==> config.mk <==
export PLATFORM = sky130hd
export DESIGN_NAME = xdiv_unit
export DESIGN_NICKNAME = d
export VERILOG_FILES = /design/src/rtl/xdiv_pkg.sv /design/src/rtl/xdiv_prep.sv /design/src/rtl/xdiv_core.sv /design/src/rtl/xdiv_fix.sv /design/src/rtl/xdiv_unit.sv
export SDC_FILE = /design/constraint.sdc
export NUM_CORES = 1
export LEC_CHECK = 0
export ABC_AREA = 1
export BUFFER_PORTS_ARGS = -buffer_cell sky130_fd_sc_hd__buf_2
export CAP_MARGIN = 20
export CELL_PAD_IN_SITES_DETAIL_PLACEMENT = 0
export CELL_PAD_IN_SITES_GLOBAL_PLACEMENT = 1
export CORE_MARGIN = 4
export CORE_UTILIZATION = 39
export CTS_CLUSTER_SIZE = 8
export DETAILED_ROUTE_END_ITERATION = 8
export PLACE_DENSITY = 0.89
export SLEW_MARGIN = 15
export SYNTH_ARGS = -nofsm -noshare
export SYNTH_HDL_FRONTEND = slang
export SYNTH_SLANG_ARGS = --single-unit
==> constraint.sdc <==
create_clock -name clk -period 4.05 [get_ports clk]
set_input_delay 0.6075 -clock clk [delete_from_list [all_inputs] [get_ports clk]]
set_output_delay 0.6075 -clock clk [all_outputs]
set_load 0.02 [all_outputs]
==> src/rtl/xdiv_pkg.sv <==
package xdiv_pkg;
  typedef enum logic [1:0] {
    OP_SDIV16 = 2'b00,
    OP_UDIV32 = 2'b01,
    OP_SDIV32 = 2'b10,
    OP_NONE   = 2'b11
  } xdiv_op_e;

  typedef enum logic [1:0] {
    ST_IDLE = 2'b00,
    ST_RUN  = 2'b01,
    ST_FIN  = 2'b10
  } xdiv_st_e;

  localparam logic [2:0] WR_D = 3'b001;
  localparam logic [2:0] WR_X = 3'b010;
  localparam logic [2:0] WR_Y = 3'b100;
endpackage

==> src/rtl/xdiv_prep.sv <==
// Operand conditioning: builds dividend/divisor magnitudes and sign info.
module xdiv_prep
  import xdiv_pkg::*;
#(
  parameter int DW = 16
) (
  input  xdiv_op_e         op_i,
  input  logic [DW-1:0]    d_i,
  input  logic [DW-1:0]    x_i,
  input  logic [DW-1:0]    y_i,
  output logic [2*DW-1:0]  dvd_mag_o,
  output logic [DW-1:0]    dvs_mag_o,
  output logic             q_neg_o,
  output logic             r_neg_o,
  output logic             dvs_zero_o,
  output logic             op_valid_o
);
  localparam int QW = 2 * DW;

  logic [QW-1:0] dvd_raw;
  logic          dvd_sgn;
  logic          dvs_sgn;
  logic          is_signed;

  always_comb begin
    dvd_raw   = {y_i, d_i};
    dvd_sgn   = 1'b0;
    is_signed = 1'b0;
    unique case (op_i)
      OP_SDIV16: begin
        dvd_raw   = {{DW{d_i[DW-1]}}, d_i};
        dvd_sgn   = d_i[DW-1];
        is_signed = 1'b1;
      end
      OP_SDIV32: begin
        dvd_sgn   = y_i[DW-1];
        is_signed = 1'b1;
      end
      default: begin
        dvd_sgn   = 1'b0;
        is_signed = 1'b0;
      end
    endcase
    dvs_sgn    = is_signed & x_i[DW-1];
    dvd_mag_o  = dvd_sgn ? (~dvd_raw + 1'b1) : dvd_raw;
    dvs_mag_o  = dvs_sgn ? (~x_i + 1'b1) : x_i;
    q_neg_o    = dvd_sgn ^ dvs_sgn;
    r_neg_o    = dvd_sgn;
    dvs_zero_o = (x_i == '0);
    op_valid_o = (op_i != OP_NONE);
  end
endmodule

==> src/rtl/xdiv_core.sv <==
// Restoring shift-subtract core on magnitudes, STEPS quotient bits per cycle.
module xdiv_core #(
  parameter int DW    = 16,
  parameter int STEPS = 1
) (
  input  logic            clk,
  input  logic            rst_n,
  input  logic            load_i,
  input  logic            step_i,
  input  logic [2*DW-1:0] dvd_i,
  input  logic [DW-1:0]   dvs_i,
  output logic [2*DW-1:0] quo_o,
  output logic [DW-1:0]   rem_o
);
  localparam int QW = 2 * DW;

  logic [QW-1:0] quo_q, quo_d;
  logic [DW-1:0] rem_q, rem_d;
  logic [DW-1:0] dvs_q, dvs_d;

  logic [QW-1:0] q_ch [STEPS+1];
  logic [DW-1:0] r_ch [STEPS+1];

  assign q_ch[0] = quo_q;
  assign r_ch[0] = rem_q;

  for (genvar g = 0; g < STEPS; g++) begin : g_stage
    logic [DW:0] sh;
    logic        ge;
    assign sh          = {r_ch[g], q_ch[g][QW-1]};
    assign ge          = (sh >= {1'b0, dvs_q});
    assign r_ch[g+1]   = ge ? (sh[DW-1:0] - dvs_q) : sh[DW-1:0];
    assign q_ch[g+1]   = {q_ch[g][QW-2:0], ge};
  end

  always_comb begin
    quo_d = quo_q;
    rem_d = rem_q;
    dvs_d = dvs_q;
    if (load_i) begin
      quo_d = dvd_i;
      rem_d = '0;
      dvs_d = dvs_i;
    end else if (step_i) begin
      quo_d = q_ch[STEPS];
      rem_d = r_ch[STEPS];
    end
  end

  always_ff @(posedge clk or negedge rst_n) begin
    if (!rst_n) begin
      quo_q <= '0;
      rem_q <= '0;
      dvs_q <= '0;
    end else if (load_i || step_i) begin
      quo_q <= quo_d;
      rem_q <= rem_d;
      dvs_q <= dvs_d;
    end
  end

  assign quo_o = quo_q;
  assign rem_o = rem_q;

  // partial remainder always below the divisor while iterating
  assert_rem_bound_R1: assert property (@(posedge clk) disable iff (!rst_n)
    (step_i && dvs_q != '0) |-> (rem_q < dvs_q));
endmodule

==> src/rtl/xdiv_fix.sv <==
// Sign fix-up, overflow detection and flag derivation.
module xdiv_fix
  import xdiv_pkg::*;
#(
  parameter int DW = 16
) (
  input  xdiv_op_e        op_i,
  input  logic            q_neg_i,
  input  logic            r_neg_i,
  input  logic [2*DW-1:0] quo_mag_i,
  input  logic [DW-1:0]   rem_mag_i,
  output logic [DW-1:0]   quo_o,
  output logic [DW-1:0]   rem_o,
  output logic            z_o,
  output logic            n_o,
  output logic            v_o
);
  localparam int QW = 2 * DW;

  logic [QW:0]    q_ext;
  logic [QW:0]    q_sgn;
  logic [QW-DW+1:0] q_top;

  always_comb begin
    q_ext = {1'b0, quo_mag_i};
    q_sgn = q_neg_i ? (~q_ext + 1'b1) : q_ext;
    q_top = q_sgn[QW:DW-1];
    rem_o = r_neg_i ? (~rem_mag_i + 1'b1) : rem_mag_i;
    if (op_i == OP_UDIV32) begin
      quo_o = quo_mag_i[DW-1:0];
      v_o   = |quo_mag_i[QW-1:DW];
    end else begin
      quo_o = q_sgn[DW-1:0];
      v_o   = !((&q_top) || !(|q_top));
    end
    z_o = (quo_mag_i == '0);
    n_o = quo_o[DW-1];
  end
endmodule

==> src/rtl/xdiv_unit.sv <==
module xdiv_unit
  import xdiv_pkg::*;
#(
  parameter int DW    = 16,
  parameter int STEPS = 1
) (
  input  logic          clk,
  input  logic          rst_n,
  input  logic          start_i,
  input  logic [1:0]    op_i,
  input  logic [DW-1:0] d_i,
  input  logic [DW-1:0] x_i,
  input  logic [DW-1:0] y_i,
  output logic          busy_o,
  output logic          done_o,
  output logic [2:0]    wr_en_o,
  output logic [DW-1:0] d_o,
  output logic [DW-1:0] x_o,
  output logic [DW-1:0] y_o,
  output logic          c_o,
  output logic          z_o,
  output logic          n_o,
  output logic          v_o
);
  localparam int QW   = 2 * DW;
  localparam int ITER = QW / STEPS;
  localparam int CW   = $clog2(ITER + 1);
  localparam int LAT  = ITER + 1;

  // reset: asynchronous assert, synchronous release
  logic [1:0] rst_sync;
  logic       rst_ni;
  always_ff @(posedge clk or negedge rst_n) begin
    if (!rst_n) rst_sync <= 2'b00;
    else        rst_sync <= {rst_sync[0], 1'b1};
  end
  assign rst_ni = rst_sync[1];

  // operand conditioning
  xdiv_op_e       op_in;
  logic [QW-1:0]  dvd_mag;
  logic [DW-1:0]  dvs_mag;
  logic           q_neg_in, r_neg_in, zero_in, op_valid;

  assign op_in = xdiv_op_e'(op_i);

  xdiv_prep #(.DW(DW)) u_prep (
    .op_i       (op_in),
    .d_i        (d_i),
    .x_i        (x_i),
    .y_i        (y_i),
    .dvd_mag_o  (dvd_mag),
    .dvs_mag_o  (dvs_mag),
    .q_neg_o    (q_neg_in),
    .r_neg_o    (r_neg_in),
    .dvs_zero_o (zero_in),
    .op_valid_o (op_valid)
  );

  // control state
  xdiv_st_e      st_q, st_d;
  logic [CW-1:0] cnt_q, cnt_d;
  xdiv_op_e      op_q, op_d;
  logic          q_neg_q, q_neg_d, r_neg_q, r_neg_d, zero_q, zero_d;
  logic          accept, stepping, ctl_en;

  assign accept   = start_i && (st_q == ST_IDLE) && op_valid;
  assign stepping = (st_q == ST_RUN);

  always_comb begin
    st_d    = st_q;
    cnt_d   = cnt_q;
    op_d    = op_q;
    q_neg_d = q_neg_q;
    r_neg_d = r_neg_q;
    zero_d  = zero_q;
    unique case (st_q)
      ST_IDLE: if (accept) begin
        st_d    = ST_RUN;
        cnt_d   = CW'(ITER);
        op_d    = op_in;
        q_neg_d = q_neg_in;
        r_neg_d = r_neg_in;
        zero_d  = zero_in;
      end
      ST_RUN: begin
        cnt_d = cnt_q - 1'b1;
        if (cnt_q == CW'(1)) st_d = ST_FIN;
      end
      ST_FIN:  st_d = ST_IDLE;
      default: st_d = ST_IDLE;
    endcase
  end

  assign ctl_en = (st_q != ST_IDLE) || accept;

  always_ff @(posedge clk or negedge rst_ni) begin
    if (!rst_ni) begin
      st_q    <= ST_IDLE;
      cnt_q   <= '0;
      op_q    <= OP_SDIV16;
      q_neg_q <= 1'b0;
      r_neg_q <= 1'b0;
      zero_q  <= 1'b0;
    end else if (ctl_en) begin
      st_q    <= st_d;
      cnt_q   <= cnt_d;
      op_q    <= op_d;
      q_neg_q <= q_neg_d;
      r_neg_q <= r_neg_d;
      zero_q  <= zero_d;
    end
  end

  // iterative core
  logic [QW-1:0] quo_mag;
  logic [DW-1:0] rem_mag;

  xdiv_core #(.DW(DW), .STEPS(STEPS)) u_core (
    .clk    (clk),
    .rst_n  (rst_ni),
    .load_i (accept),
    .step_i (stepping),
    .dvd_i  (dvd_mag),
    .dvs_i  (dvs_mag),
    .quo_o  (quo_mag),
    .rem_o  (rem_mag)
  );

  // sign fix-up and flags
  logic [DW-1:0] quo_fx, rem_fx;
  logic          z_fx, n_fx, v_fx;

  xdiv_fix #(.DW(DW)) u_fix (
    .op_i      (op_q),
    .q_neg_i   (q_neg_q),
    .r_neg_i   (r_neg_q),
    .quo_mag_i (quo_mag),
    .rem_mag_i (rem_mag),
    .quo_o     (quo_fx),
    .rem_o     (rem_fx),
    .z_o       (z_fx),
    .n_o       (n_fx),
    .v_o       (v_fx)
  );

  // result registers
  logic          fin;
  logic          res_en, xq_en, yq_en;
  logic [2:0]    wr_d;
  logic          done_d;

  assign fin    = (st_q == ST_FIN);
  assign res_en = fin && !zero_q;
  assign xq_en  = res_en && (op_q == OP_SDIV16);
  assign yq_en  = res_en && (op_q != OP_SDIV16);

  always_comb begin
    done_d = fin;
    wr_d   = 3'b000;
    if (res_en) wr_d = (op_q == OP_SDIV16) ? (WR_D | WR_X) : (WR_D | WR_Y);
  end

  always_ff @(posedge clk or negedge rst_ni) begin
    if (!rst_ni) begin
      done_o  <= 1'b0;
      wr_en_o <= 3'b000;
    end else begin
      done_o  <= done_d;
      wr_en_o <= wr_d;
    end
  end

  always_ff @(posedge clk or negedge rst_ni) begin
    if (!rst_ni) begin
      d_o <= '0;
      z_o <= 1'b0;
      n_o <= 1'b0;
      v_o <= 1'b0;
    end else if (res_en) begin
      d_o <= rem_fx;
      z_o <= z_fx;
      n_o <= n_fx;
      v_o <= v_fx;
    end
  end

  always_ff @(posedge clk or negedge rst_ni) begin
    if (!rst_ni)    x_o <= '0;
    else if (xq_en) x_o <= quo_fx;
  end

  always_ff @(posedge clk or negedge rst_ni) begin
    if (!rst_ni)    y_o <= '0;
    else if (yq_en) y_o <= quo_fx;
  end

  always_ff @(posedge clk or negedge rst_ni) begin
    if (!rst_ni)  c_o <= 1'b0;
    else if (fin) c_o <= zero_q;
  end

  assign busy_o = (st_q != ST_IDLE);

  // latency watch counter for the checks below
  logic [CW:0] lat_cnt;
  always_ff @(posedge clk or negedge rst_ni) begin
    if (!rst_ni)     lat_cnt <= '0;
    else if (accept) lat_cnt <= '0;
    else if (busy_o) lat_cnt <= lat_cnt + 1'b1;
  end

  assert_fixed_latency_R8: assert property (@(posedge clk) disable iff (!rst_ni)
    done_o |-> (lat_cnt == (CW+1)'(LAT)));

  assert_done_pulse_R8: assert property (@(posedge clk) disable iff (!rst_ni)
    done_o |=> !done_o);

  assert_busy_after_start_R8: assert property (@(posedge clk) disable iff (!rst_ni)
    (start_i && !busy_o && op_i != 2'b11) |=> busy_o);

  assert_reserved_ignored_R9: assert property (@(posedge clk) disable iff (!rst_ni)
    (start_i && !busy_o && op_i == 2'b11) |=> !busy_o);

  assert_mask_only_on_done_R1: assert property (@(posedge clk) disable iff (!rst_ni)
    (wr_en_o != 3'b000) |-> done_o);

  assert_zero_div_hold_R4: assert property (@(posedge clk) disable iff (!rst_ni)
    (done_o && c_o) |-> (wr_en_o == 3'b000 && $stable(z_o) && $stable(n_o) && $stable(v_o)));
endmodule

* Word-level counts from Yosys, hierarchy flattened
Cells that the tools add are included.
** Word-level totals
- Bits in registers :: 135
- Bits of input ports :: 53
- Output and inout port bits :: 57
** Cells by class
- Add/sub/neg operators :: 6
- Order comparisons :: 1
- Equality and inequality tests :: 8
- Multiplexer cells :: 21
- Bitwise gates (word level) :: 6
- Reduce and logical (&&, ||, !) cells :: 29
** Operators by type and width (count)
- two-way mux 32 bit :: 4
- two-way mux 16 bit :: 6
- adder 33 x 1 -> 33 bit (second input constant) :: 1
- two-way mux 33 bit :: 1
- inverter 32 -> 33 bit :: 1
- adder 16 x 1 -> 16 bit (second input constant) :: 2
- adder 32 x 1 -> 32 bit (second input constant) :: 1
- zero test 32 bit :: 1
- inverter 16 bit :: 2
- inverter 32 bit :: 1
- AND reduction 18 bit :: 1
- OR reduction 18 bit :: 1
- >= comparator 17 x 16 -> 1 bit :: 1
- zero test 16 bit :: 1
- OR reduction 16 bit :: 1
- subtractor 16 bit :: 1
- case mux 6 bit (2 select lines) :: 1
- AND reduction 3 bit :: 3
- nonzero test 2 bit :: 4
- == test 6 x 1 -> 1 bit (second input constant) :: 1
- zero test 2 bit :: 3
- two-way mux 3 bit :: 2
- two-way mux 6 bit :: 1
- inequality test 2 bit (second input constant) :: 3
- other kinds (14) :: 27

* Logic depth before layout (Yosys ltp)
Gate-level depths: netlist (run 1).
- Depth after elaboration :: 8
- Depth in mapped cells :: 17
- Gate-level depth less buffers :: 17

* Cells and area by module
From an unflattened synthesis (run 1), not the netlist that was laid out.
** Second synthesis, totals
- Cell total of the unflattened synthesis :: 1490
- Area, all modules :: 9990.8 µm²
** Modules (own cells, without submodules)
- xdiv_core :: instances 1, cells each 536, area each 3940.0 µm², seq. area each 1601.5 µm²
- xdiv_unit :: instances 1, cells each 296, area each 2852.7 µm², seq. area each 1776.7 µm²
- xdiv_fix :: instances 1, cells each 367, area each 1707.9 µm², seq. area each 0.0 µm²
- xdiv_prep :: instances 1, cells each 291, area each 1490.2 µm², seq. area each 0.0 µm²

* Least setup slack after synthesis (run 1)
No wires, ideal clock.
- Path kind :: register to register
- Start point :: register u_core.quo_q[31] (netlist: u_core.quo_o[31])
- End point :: register u_core.rem_q[12] (netlist: u_core.rem_o[12])
- Data arrival time :: 2.015 ns
- Path slack :: 1.904 ns
- Cell stages (with the launch flop) :: 16
- Clock period less this slack :: 2.146 ns
- Cell sequence :: dfrtp_1 > inv_1 > ha_1 > inv_1 > fa_1 > nand2_1 > nand2_1 > a21oi_1 > inv_1 > nand2_1 > nand2_1 > a21oi_1 > xor2_1 > nand2_1 > nand3_1 > o21ai_0
** Between the ends
- Cells in the longest elaborated chain, start to end :: 4
- Elaborated cells on any way between the ends :: 5
** Ends and longest elaborated chain
- start, declared :: RTL line xdiv_core.sv:17 : logic [QW-1:0] quo_q, quo_d;
- start signal, assigned :: RTL line xdiv_core.sv:56 : quo_q <= quo_d;
- subtractor 16 bit or >= comparator 17 x 16 -> 1 bit (tied branches) :: RTL line xdiv_core.sv:32, xdiv_core.sv:31
- two-way mux 16 bit * :: RTL line xdiv_core.sv:32 : assign r_ch[g+1] = ge ? (sh[DW-1:0] - dvs_q) : sh[DW-1:0];
- two-way mux 16 bit * :: RTL line xdiv_core.sv:44 : end else if (step_i) begin
- two-way mux 16 bit * :: RTL line xdiv_core.sv:40 : if (load_i) begin
- end signal, assigned :: RTL line xdiv_core.sv:57 : rem_q <= rem_d;
- end, declared :: RTL line xdiv_core.sv:18 : logic [DW-1:0] rem_q, rem_d;
Mark *: on every way between the ends. The rest lies on a longest branch, timed or not. The select of a mux whose other input is x is not followed.
A chain may end at the register's enable or synchronous reset.

* Worst setup path in the final report (run 1)
- Start point :: register u_core.rem_q[1] (netlist: u_core.rem_o[1])
- End point :: register u_core.rem_q[5] (netlist: u_core.rem_o[5])
** Between the ends
- Cells in the longest elaborated chain, start to end :: 4
- Elaborated cells on any way between the ends :: 5
** Ends and longest elaborated chain (RTL line)
- subtractor 16 bit or >= comparator 17 x 16 -> 1 bit (tied branches) :: xdiv_core.sv:32, xdiv_core.sv:31
- two-way mux 16 bit * :: xdiv_core.sv:32
- two-way mux 16 bit * :: xdiv_core.sv:44
- two-way mux 16 bit * :: xdiv_core.sv:40
Marks and branches as above.

==> results of run 1 <==
==> stage by stage <==
stage / total power (W) / util (%) / std cells / hold WS (ns) / worst slack [ns]
2_1_floorplan: 0.00584 / - / 1313 / 0.312 / 0.0102
3_3_place_gp: 0.00696 / 43.4 / 1698 / 0.338 / 1.42
3_5_place_dp: 0.00703 / 43.4 / 1698 / 0.336 / 1.36
4_1_cts: 0.00867 / 46.1 / 1731 / 0.350 / 1.32
5_1_grt: 0.00951 / 46.1 / 1731 / 0.362 / 1.09
6_report: 0.00863 / 46.1 / 1731 / 0.351 / 1.35
==> where the power goes <==
group	total [W]	internal (W)	switching, W
clock	0.00158	0.000968	0.000612
combinational	0.00456	0.00163	0.00293
sequential	0.00248	0.00194	0.000545
==> logic make-up (layout without fill, tap and decap cells) <==
family                   after synthesis  after routing  share of synthesized area, %
AND/OR/NAND/NOR                      653            653                          30.6
AO/OA/AOI/OAI                        229            229                          13.4
buffers and inverters                198            303                          8.62
other                                  1              1                        0.0411
XOR/XNOR                              74             74                          7.10
adder cells (fa/ha/maj)               23             23                          3.23
flip-flops                           135            135                          37.0
==> sequential cells by signal, indices dropped and copies added (netlist names), 2 cells and up <==
signal / count
x_o: 16
cnt_q: 6
y_o: 16
d_o: 16
op_q: 2
u_core.quo_o: 32
st_q: 2
rst_sync: 2
u_core.rem_o: 16
wr_en_o: 3
u_core.dvs_q: 16
==> worst max path at each step <==
| stage | slack (ns) | from | cells past startpoint | endpoint |
|---|---|---|---|---|
| 2_1_floorplan | 0.01 | rst_sync[1] | 0 | c_o |
| 3_3_place_gp | 1.42 | u_core.rem_o[1] | 13 | u_core.rem_o[12] |
| 3_5_place_dp | 1.36 | u_core.rem_o[1] | 13 | u_core.rem_o[6] |
| 4_1_cts | 1.32 | u_core.rem_o[1] | 13 | u_core.rem_o[5] |
| 5_1_grt | 1.09 | u_core.rem_o[1] | 13 | u_core.rem_o[6] |
| 6_report | 1.35 | u_core.rem_o[1] | 13 | u_core.rem_o[5] |
==> cells in the mapped netlist <==
library cell and n:
nand2_1 381, buf_4 2, or2_2 1, o221ai_1 2, a21oi_2 5, nor2_4 7, buf_1 5, dfrtp_1 135
nor2_2 8, a21o_1 2, o21ai_1 20, a21boi_0 1, and2_1 1, o21bai_2 1, fa_1 1, clkinv_1 1
clkbuf_1 25, nor3_4 2, buf_2 10, buf_12 1, nand2_4 5, nand4_1 18, nand4_2 2, nand3_2 2
xor2_1 58, o22ai_1 4, a21oi_1 28, a31oi_1 4, conb_1 1, ha_1 22, nand3_1 77, nor3_1 13
o21bai_1 1, o211ai_1 5, nor3_2 1, inv_1 144, nor2_1 131, xnor2_1 16, buf_6 1, o21ai_0 153
o31ai_1 1, o21ai_2 2, nand2_2 4, inv_2 9
==> metal layers <==
metal	part of all wire, %	wire (um)	global-route usage [%]	vias to the layer above
met1	51	12300	29.4	3920
met5	0	0	0	-
met2	42	10200	27.9	212
met3	5.6	1350	3.09	20
li1	-	-	-	4383
met4	1.2	280	4.46	0
==> layout make-up <==
| class | instances | area (sq um) |
|---|---|---|
| timing repair buffer | 117 | 621 |
| clock inverter | 15 | 178 |
| sequential | 135 | 3380 |
| tap | 313 | 392 |
| inverter | 154 | 578 |
| fill | 2390 | 12300 |
| clock buffer | 17 | 425 |
| multi-input combinational | 980 | 4960 |
==> worst reg2reg max path: cells and delay by family (launching register included) <==
family	cells	cell delay [ns]
AO/OA/AOI/OAI	4	0.59
adder cells (fa/ha/maj)	1	0.36
buffers and inverters	1	0.36
flip-flops	1	0.40
AND/OR/NAND/NOR	7	0.84
==> timing repair <==
action	in CTS	in global routing
resized for setup	0	0
setup buffers	0	0
hold buffers	1	0
endpoints found under the setup margin	0	0
hold endpoints to repair	2	0
==> flow_summary.json, run 1 <==
{
  "rows": 55,
  "antenna_found_initial": 0,
  "vias": 8535,
  "grt_pass1_wl_um": 41000,
  "clk_pin_slew_ns": 0.06,
  "clkSinkCount": 135,
  "finalHoldViolCount": 0,
  "wirelength_um": 24100,
  "r2r_cells": 13,
  "start_util_pct": 40.0,
  "synth_top_area_share_pct": 37.0,
  "avgSynthCellArea_sq_um": 6.95,
  "clk_latency_ns": 0.43,
  "hold_path.class": "reg -> reg",
  "numPortBuffers": 109,
  "cp.buffers_inverters": 1,
  "layout.nets": 1481,
  "synth.distinct_cells": 44,
  "drt-initial-drc-count": 657,
  "clockRootBuffer": "clkbuf_16",
  "grtUsageTotal_pct": 19.0,
  "fp.dieH_um": 161,
  "place_area_sq_mm": 0.00993,
  "cp_top_family": "simple AND/OR/NAND/NOR gates",
  "maxCapViolations": 0,
  "setup_viol": 0,
  "drive_gt1_share_pct": 14.0,
  "die_area_sq_mm": 0.0259,
  "rr_endpoint": "u_core.rem_o[5]",
  "path_cells": "ha_1 -> a21oi_1 -> nand2_1 -> nand3_1 -> nand2_1 -> a21oi_2 -> o21bai_2 -> nand2_1 -> nand2_1 -> inv_2 -> nand2_1 -> nand3_1 -> o21ai_0",
  "cts_tree": "built",
  "wl_per_cell_um": 13.9,
  "critical_path.max_fanout": 21,
  "final_common_cell": "nand2_1",
  "routed_via_density": 4.93,
  "p_leak_nw": 5.41,
  "cts_buffers": 17,
  "fmax_mhz": 371,
  "fin_skew_ns": 0.0124,
  "period_needed_ns": 2.70,
  "worst_pin_slew_ns": 0.924,
  "drv_slew": 0,
  "antenna_cells": 0,
  "ys_seq_area_share_pct": 37.0,
  "rsz0062_at_grt": "false",
  "relSlewSlack_pct": 38.2,
  "ant_nets": 0,
  "period_share_pct": 66.6,
  "die_x_um": 161,
  "status": "finished clean",
  "yosys-top-cells-area": "dfrtp_1 37%, nand2_1 16%, o21ai_0 8.4%",
  "crit_slowest_cell": "dfrtp_1",
  "io_pins": 110,
  "synthToLayoutAreaGrowth_pct": 15.4,
  "worstSetupPathType": "reg -> reg",
  "coreArea_sq_mm": 0.0228,
  "grt_pass1_vias": 8089,
  "cp.arrival_ns": 2.97,
  "finalSetupTns_ns": 0,
  "synth_area_sq_mm": 0.00913,
  "mostFrequentLayoutCells": "381 x nand2_1, 153 x o21ai_0, 144 x inv_1, 134 x dfrtp_1, 131 x nor2_1",
  "finalInstanceArea_sq_mm": 0.0105,
  "grt_max_degree": 73,
  "synth_nets": 1389,
  "critPathCaptureType": "flop",
  "yosys_warnings": 0,
  "crit_path_frequent_cell": "nand2_1",
  "max-vdd-ir-drop_uv": 319,
  "globalplace.congestion": 0.925,
  "ys_seq_elements": 135,
  "startpoint_type": "flop",
  "cts_buffer_depth": 2,
  "cp.required_ns": 4.33,
  "holdPathStages": 0,
  "min_from": "rst_sync[0]",
  "drc_errors": 0,
  "max_stage_delay_ns": 0.40,
  "synth_area_leader_cell": "dfrtp_1",
  "r2r_slack_ns": 1.35,
  "power-per-cell-area_mw_per_mm2": 819,
  "grt_remaining_overflow": 0,
  "dr.pass1.iters": 5,
  "timing.rr.start": "u_core.rem_o[1]",
  "hold_path_end": "rst_sync[1]",
  "htree_levels": 4,
  "dp_hpwl_um": 18700,
  "syn_inst": 1313
}
Note: power is estimated with default switching activity, not from simulation.
==> run 2: changes to the inputs <==
- CORE_UTILIZATION: 39 -> 43
- PLACE_DENSITY: 0.89 -> 0.93
- clock period: 4.05 -> 2.55 ns (I/O delays scaled with it)
==> run 2 against run 1 <==
  * Sequential share of layout area down 0.26 points
  * Clock skew shrank 0.0054 ns
  * Largest cell class unchanged
  * Non-clock buffer count rose by 15
  * Register-to-register slack worse by 1.1 ns
==> flow_summary.json, run 2 (synthesis results as in run 1) <==
{
  "status": "finished clean",
  "cp_top_family": "adder cells",
  "synthToLayoutAreaGrowth_pct": 16.4,
  "final_common_cell": "nand2_1",
  "critical_path.max_fanout": 3,
  "clk_latency_ns": 0.42,
  "cp.arrival_ns": 2.60,
  "max_stage_delay_ns": 0.39,
  "largest_reg_flops": 32,
  "dr.pass1.iters": 5,
  "drc_errors": 0,
  "relSlewSlack_pct": 45.0,
  "cts_buffers": 17,
  "fin_skew_ns": 0.00700,
  "routed_via_density": 5.00,
  "start_util_pct": 43.6,
  "use_met2_pct": 30.0,
  "clk_pin_slew_ns": 0.06,
  "path_cells": "inv_1 -> ha_1 -> inv_1 -> fa_1 -> nand2_1 -> nand2_1 -> a21oi_2 -> inv_1 -> nand2_1 -> nand2_1 -> a21oi_1 -> xor2_1 -> nand2_1 -> nand3_1 -> o21ai_0",
  "cp.required_ns": 2.83,
  "grt_pass1_wl_um": 39600,
  "clockRootBuffer": "clkbuf_16",
  "die_area_sq_mm": 0.0236,
  "postCtsSetupBuffers": 0,
  "hold_path.class": "reg -> async",
  "met1_usage_pct": 30.6,
  "finalHoldViolCount": 0,
  "htree_levels": 4,
  "clkSinkCount": 135,
  "crit_path_frequent_cell": "nand2_1",
  "fp.dieH_um": 154,
  "rows": 53,
  "period_needed_ns": 2.32,
  "worstSetupPathType": "reg -> reg",
  "grtUsageTotal_pct": 20.3,
  "die_x_um": 154,
  "dp_hpwl_um": 18300,
  "grt_util_met3_pct": 3.57,
  "crit_slowest_cell": "dfrtp_1",
  "drv_slew": 0,
  "cp.buffers_inverters": 3,
  "antenna_cells": 0,
  "wl_per_cell_um": 14.0,
  "io_pins": 110,
  "finalWorstSetupSlack_ns": 0.229,
  "critPathCaptureType": "flop",
  "max-vdd-ir-drop_uv": 456,
  "setup_viol": 0,
  "mostFrequentLayoutCells": "381 x nand2_1, 153 x o21ai_0, 144 x inv_1, 134 x dfrtp_1, 131 x nor2_1",
  "grt_pass1_vias": 7883,
  "drive_gt1_share_pct": 14.9,
  "vias": 8538,
  "grt_max_degree": 57,
  "wirelength_um": 23800,
  "worst_pin_slew_ns": 0.822,
  "numPortBuffers": 109,
  "pre_cts_ws_ns": 0.241,
  "globalplace.congestion": 0.935,
  "maxCapViolations": 0,
  "busiest_layer": "met1",
  "fmax_mhz": 431,
  "cts_buffer_depth": 2,
  "drt-initial-drc-count": 530,
  "layout.nets": 1496,
  "ant_nets": 0,
  "startpoint_type": "flop",
  "fill_cells": 2111,
  "period_share_pct": 91.0,
  "stdcell_count": 1708,
  "p_leak_nw": 5.50,
  "dp.cells": 1675,
  "coreArea_sq_mm": 0.0210,
  "power-per-cell-area_mw_per_mm2": 1300,
  "cts_tree": "built",
  "grt_remaining_overflow": 0,
  "antenna_found_initial": 0
}
[run 2: changes by cell type in the layout (fill, tap and decap cells not counted)]
cell        previous run  this run
a21oi_2                5         6
clkbuf_8               0         2
buf_4                  6        21
clkinvlp_4             5         2
clkinv_4               2         1
clkinv_2               3         2
inv_6                  2         5
a21oi_1               28        27
[run 2: repair_timing]
action,4_1_cts,5_1_grt
setup endpoints to repair,0,1
hold endpoints to repair,2,0
gates resized for setup,0,1
hold buffers,1,0
[run 2: path summary, 6_finish.rpt]
check	start	endpoint	slack, ns	cells after the start
min	rst_sync[1]	c_o	0.24	0
min reg2reg	rst_sync[1]	c_o	0.24	0
min in group clk	x_i[7]	u_core.dvs_q[7]	0.29	3
max	u_core.quo_o[31]	u_core.rem_o[12]	0.23	15
max reg2reg	u_core.quo_o[31]	u_core.rem_o[12]	0.23	15
max in group asynchronous	rst_sync[1]	u_core.quo_o[5]	1.58	1
[run 2: final cells by class]
| cell class | count | area, sq um | share of cell area (%) |
|---|---|---|---|
| Clock inverter | 13 | 168 | 1.58 |
| Clock buffer | 19 | 453 | 4.26 |
| Tap cell | 275 | 344 | 3.24 |
| Multi-Input combinational cell | 980 | 4970 | 46.7 |
| Sequential cell | 135 | 3380 | 31.8 |
| Inverter | 154 | 578 | 5.44 |
| Timing Repair Buffer | 132 | 733 | 6.90 |
[run 2: through the flow]
step	TNS, ns	power, W	utilization, %	instance area [sq um]	hold slack (ns)
5_1_grt	-0.00858	0.0152	50.7	10600	0.270
3_5_place_dp	0	0.0112	47.7	9990	0.170
2_1_floorplan	0	0.00928	-	9130	0.0869
3_3_place_gp	0	0.0111	47.7	9990	0.168
6_report	0	0.0139	50.7	10600	0.238
4_1_cts	0	0.0139	50.7	10600	0.256
[run 2: report_power, final]
part	total, W	leakage [nW]	internal [W]	switching (W)
Sequential	0.00391	1.72	0.00308	0.000832
Combinational	0.00739	3.48	0.00269	0.00470
Clock	0.00256	0.301	0.00160	0.000956
[run 2: per-layer routing]
layer,up-vias,part of all wire [%]
met1,3857,50
li1,4421,-
met3,17,5.9
met5,-,0
met4,0,1.2
met2,243,42
